**config.mk**
```make
export PLATFORM = sky130hd
export DESIGN_NAME = fsm_lut_top
export DESIGN_NICKNAME = d
export VERILOG_FILES = /design/src/rtl/fsm_lut_pkg.sv /design/src/rtl/fsm_lut_ram.sv /design/src/rtl/fsm_state_reg.sv /design/src/rtl/fsm_lut_top.sv
export SDC_FILE = /design/constraint.sdc
export NUM_CORES = 1
export LEC_CHECK = 0
export ABC_AREA = 1
export BUFFER_PORTS_ARGS = -buffer_cell sky130_fd_sc_hd__clkbuf_2
export CORE_MARGIN = 10
export CORE_UTILIZATION = 60
export CTS_BUF_LIST = sky130_fd_sc_hd__clkbuf_8
export DETAILED_ROUTE_END_ITERATION = 7
export GPL_ROUTABILITY_DRIVEN = 0
export PLACE_DENSITY = 0.81
export SYNTH_ARGS = -nofsm -noshare
export SYNTH_HDL_FRONTEND = slang
export SYNTH_SLANG_ARGS = --single-unit
```
**constraint.sdc**
```tcl
create_clock -name clk -period 1.4 [get_ports clk]
set_input_delay 0.14 -clock clk [delete_from_list [all_inputs] [get_ports clk]]
set_output_delay 0.14 -clock clk [all_outputs]
set_load 0.005 [all_outputs]
```
**src/rtl/fsm_lut_pkg.sv**
```systemverilog
package fsm_lut_pkg;
  typedef enum logic {OUT_MOORE = 1'b0, OUT_MEALY = 1'b1} out_mode_e;
  typedef enum logic {TBL_TRANS = 1'b0, TBL_STATE = 1'b1} tbl_sel_e;
endpackage

```
**src/rtl/fsm_lut_ram.sv**
```systemverilog
module fsm_lut_ram #(
  parameter int AW = 3,
  parameter int DW = 4
) (
  input  logic          clk,
  input  logic          we,
  input  logic [AW-1:0] waddr,
  input  logic [DW-1:0] wdata,
  input  logic [AW-1:0] raddr,
  output logic [DW-1:0] rdata
);
  localparam int DEPTH = 1 << AW;

  logic [DW-1:0] cells [DEPTH];

  always_ff @(posedge clk) begin
    if (we) cells[waddr] <= wdata;
  end

  assign rdata = cells[raddr];
endmodule

```
**src/rtl/fsm_state_reg.sv**
```systemverilog
module fsm_state_reg #(
  parameter int W = 2
) (
  input  logic         clk,
  input  logic         rst_n,
  input  logic         adv,
  input  logic [W-1:0] d,
  output logic [W-1:0] q
);
  always_ff @(posedge clk) begin
    if (!rst_n)   q <= '0;
    else if (adv) q <= d;
  end
endmodule

```
**src/rtl/fsm_lut_top.sv**
```systemverilog
module fsm_lut_top
  import fsm_lut_pkg::*;
#(
  parameter int IN_W  = 1,
  parameter int ST_W  = 2,
  parameter int OUT_W = 2
) (
  input  logic                   clk,
  input  logic                   rst_n,
  input  logic                   run,
  input  logic                   mealy_mode,
  input  logic [IN_W-1:0]        in_x,
  input  logic                   wr_en,
  input  logic                   wr_moore,
  input  logic [IN_W+ST_W-1:0]   wr_addr,
  input  logic [ST_W+OUT_W-1:0]  wr_data,
  output logic [ST_W-1:0]        state_o,
  output logic [OUT_W-1:0]       out_y
);
  localparam int ADDR_W = IN_W + ST_W;
  localparam int WORD_W = ST_W + OUT_W;

  tbl_sel_e  wsel;
  out_mode_e omode;
  logic      load_ok;
  logic      we_trans, we_state;

  logic [ADDR_W-1:0] rd_addr;
  logic [WORD_W-1:0] tr_word;
  logic [ST_W-1:0]   nxt_st;
  logic [OUT_W-1:0]  mealy_y, moore_y;

  assign wsel    = tbl_sel_e'(wr_moore);
  assign omode   = out_mode_e'(mealy_mode);
  assign load_ok = wr_en && !run;
  assign we_trans = load_ok && (wsel == TBL_TRANS);
  assign we_state = load_ok && (wsel == TBL_STATE);

  assign rd_addr = {in_x, state_o};

  fsm_lut_ram #(.AW(ADDR_W), .DW(WORD_W)) u_trans (
    .clk   (clk),
    .we    (we_trans),
    .waddr (wr_addr),
    .wdata (wr_data),
    .raddr (rd_addr),
    .rdata (tr_word)
  );

  fsm_lut_ram #(.AW(ST_W), .DW(OUT_W)) u_stout (
    .clk   (clk),
    .we    (we_state),
    .waddr (wr_addr[ST_W-1:0]),
    .wdata (wr_data[OUT_W-1:0]),
    .raddr (state_o),
    .rdata (moore_y)
  );

  assign nxt_st  = tr_word[WORD_W-1:OUT_W];
  assign mealy_y = tr_word[OUT_W-1:0];

  fsm_state_reg #(.W(ST_W)) u_state (
    .clk   (clk),
    .rst_n (rst_n),
    .adv   (run),
    .d     (nxt_st),
    .q     (state_o)
  );

  always_comb begin
    case (omode)
      OUT_MEALY: out_y = mealy_y;
      default:   out_y = moore_y;
    endcase
  end
endmodule

```
==> results summary <==
The worst min-delay path startpoint is rst_n. The area growth from synthesis to layout is 14.8%. The boundary pin count came out at 18. Across the run, the number of max-cap violations was 0. At the pin with the least slew margin, the transition time is 390 ps. STA puts the critical path data arrival time at 1300 ps.

Yosys attributes the largest share of cell area to edfxtp_1 65%, nand2_1 11%, nand3_1 6.3%, dfxtp_1 4.4%, inv_1 4.1%. After global routing the overflow that remains totals 0. The clock passes through at most 2 buffers. The post-layout minimum cycle time is 1440 ps. The die height came out at 75.3 um. The setup violation total in the final timing report came out at 2. The combined area of the multi-input logic cells is 458 um2. The class of the most critical hold timing path is in2reg.

Sequential cells burn 58.7% of the power. In this run the standard cell core region covers 0.00300 mm2. The non-filler instance count after layout is 233. The number of diodes added for antenna fixing came out at 0. Setup repair after global routing could not meet its margin everywhere.

The clock tree synthesis step divided the H-tree into 2 levels. The total clock buffers created by CTS is 5. The worst setup path is captured at a primary output. The number of filler instances in the final layout is 230. The sink count of the clock tree is 44. In this run the horizontal extent of the chip is 75.3 um. The combined flip-flop and latch cell area came out at 0.00129 mm2. The via density per instance is 5.54. The CTS clock-pin slew for the worst setup and hold paths is 80 ps. The TritonCTS clock tree is done.

The clock network latency to the later pin of the worst-skew pair came out at 300 ps. The flow ran to the end, but the final reports show violations. The launch point of the critical path is u_state.q[0]. The detailed router placed 1290 vias in this run. The post-route standard cell area excluding fillers came out at 0.00211 mm2. The tree is rooted in a clkbuf_8.

The count of TritonRoute iterations in the first routing pass is 4. Across all setup checks in the final design, the least slack found is -42.6 ps. The relative slew slack is 73.9%. The internal portion of total power is 0.00195 W. Global routing used 4.69% of the available met3 tracks. For this run, design rule violations remaining after detail routing come to 0.

The analysis attributes to cell leakage a power of 0.866 nW. The biggest fanout along the worst timing path is 5. The final-layout setup total negative slack came out at -84.8 ps. The worst register-to-register path has a setup slack of 100 ps.

The startpoint identified for the worst register-to-register timing path is u_state.q[0]. The global routing usage on met2 is 24.0%. The largest net degree at the start of global routing came out at 15.

The analysis attributes to net switching a power of 0.000576 W. The number of nets produced by synthesis came out at 186. The post-synthesis cell count came out at 172. The share of the yosys chip area belonging to registers is 69.7%.

The worst setup timing slack at the placement stage is 105 ps. The number of nets in the layout came out at 213. During synthesis, Yosys emitted a total of 0 warnings. The wire-length estimate of the detail-placed layout is 2880 um. The fraction of layout instances using a drive strength above 1 came out at 21.0%. The aggregate routed wire length is 3860 um. The checks that failed: setup timing. The initial antenna violation count came out at 0.

The effective utilization at floorplan is 61.2%. The fraction of power consumed by combinational cells came out at 9.3%. The switching part of the total power is 22.8%. The routed wire length per instance is 16.5 um. The row count is 20. The cell area after synthesis came out at 0.00184 mm2. The largest area contributor in the netlist is edfxtp_1. The worst register-to-register path ends at u_state.q[1].

The die footprint came out at 0.00568 mm2. The final period utilization came out at 103%. The path depth of the worst reg2reg path is 7. The worst path required time is 1260 ps. The number of distinct standard cells referenced by the synthesized netlist is 14. The end of the critical path is out_y[0]. The first-pass GRT wire length is 6230 um.

The max-slew violation count is 0. Global routing consumed, over all layers together, 15.0% of the routing resources. The via count of the first global-routing pass came out at 1287.

The highest clock rate came out at 693 MHz. Overall power consumption after layout is estimated at 0.00252 W. The area of placed instances is 0.00194 mm2. The worst setup path is launched from a flip-flop. The global routing met1 resource utilization came out at 18.6%. The worst clock skew is 7.60 ps.

The count of input and output buffers came out at 17. VDD sags by at most 1.01 mV. The count of final hold-check violations is 0. The clock network is responsible for 32.1% of the overall power.

The detailed router's first-iteration violation count is 106. Buffers inserted to repair hold after CTS numbered 0. The global routing stage identified its most utilized layer as met2. The residual antenna-violating net count after detailed routing came out at 0. The share of the synthesized area in the top cell type came out at 65.4%. The power density of the placed cells is 1200 mW/mm2. The worst setup path is of the reg2out kind.

After synthesis the netlist holds a flip-flop and latch count of 44. Counting tap cells, the placed design contains a total of 221 instances. The mean instance size in the synthesized netlist came out at 10.7 um2.
==> kinds of logic (layout without fill, tap and decap cells) <==
family	after synthesis	after routing	synth area share, %
AO/OA/AOI/OAI	9	9	2.66
AND/OR/NAND/NOR	94	94	21.0
flip-flops	44	44	69.7
buffers and inverters	25	53	6.60
==> registers in the layout, indices dropped and copies added (netlist names), named ones only <==
register / flops
u_trans.cells: 32
u_state.q: 2
u_stout.cells: 8
==> timing repair <==
action	4_1_cts	5_1_grt
buffers inserted	1	2
endpoints found under the setup margin	2	2
pin swaps	1	6
gates resized for setup	7	9
cloned	1	0
==> per-stage QoR <==
stage	hold WS (ps)	util, %
floorplan	239	-
global placement	401	64.6
detailed placement	408	64.6
CTS	79.4	68.9
global route	93.5	70.3
finish	86.0	70.3
==> how the worst min path moves through the flow <==
stage / endpoint / cells past startpoint
finish: u_state.q[1] / 3
floorplan: u_stout.cells[0][0] / 0
global route: flip-flop / 3
detailed placement: u_state.q[1] / 3
CTS: u_state.q[1] / 3
global placement: u_state.q[1] / 3
==> synth_stat cells <==
cell type,n
buf_6,1
o21ai_0,4
nor3_1,4
nand2_1,53
o21bai_1,1
a21oi_1,3
o22ai_1,1
clkbuf_8,2
nand3_1,23
dfxtp_1,4
edfxtp_1,40
inv_2,2
inv_1,20
nor2_1,14
==> power by group through the flow <==
stage | clock network [W] | registers [W] | logic, W
final | 0.000808 | 0.00148 | 0.000234
after global routing | 0.000887 | 0.00148 | 0.000263
after CTS | 0.000821 | 0.00148 | 0.000218
after detailed placement | 0 | 0.00150 | 0.000205
after global placement | 0 | 0.00150 | 0.000202
after floorplan | 0 | 0.00150 | 0.000129
==> cell type report <==
| cell class | instances | area share, % |
|---|---|---|
| well taps | 33 | 1.96 |
| inverters | 22 | 4.15 |
| multi-input cells | 103 | 21.7 |
| repair buffers | 23 | 6.52 |
| flip-flops and latches | 44 | 61.0 |
| clock inverters | 2 | 0.712 |
| clock buffers | 6 | 3.91 |
==> worst max-delay path, stage by stage, from the launching register on <==
cell and delay, ps:
dfxtp_4 380, buf_6 140, nand2_1 60, nand3_1 90
nand3_1 100, nand3_1 80, nand2_1 60, clkbuf_2 100
==> cell usage in the layout (no fill, tap or decap), types with 4 or more instances in the layout <==
cell	n
clkbuf_2	16
inv_1	20
nor2_1	14
nand2_1	50
o21ai_0	4
clkbuf_8	6
nor3_1	4
edfxtp_1	40
buf_4	4
nand3_1	20
==> metal layers <==
metal	share of wire (%)	up-vias
met5	0	-
met3	8.4	5
met2	49	51
met1	41	611
li1	-	623
met4	1.3	0
(Power assumes the default switching activity.)
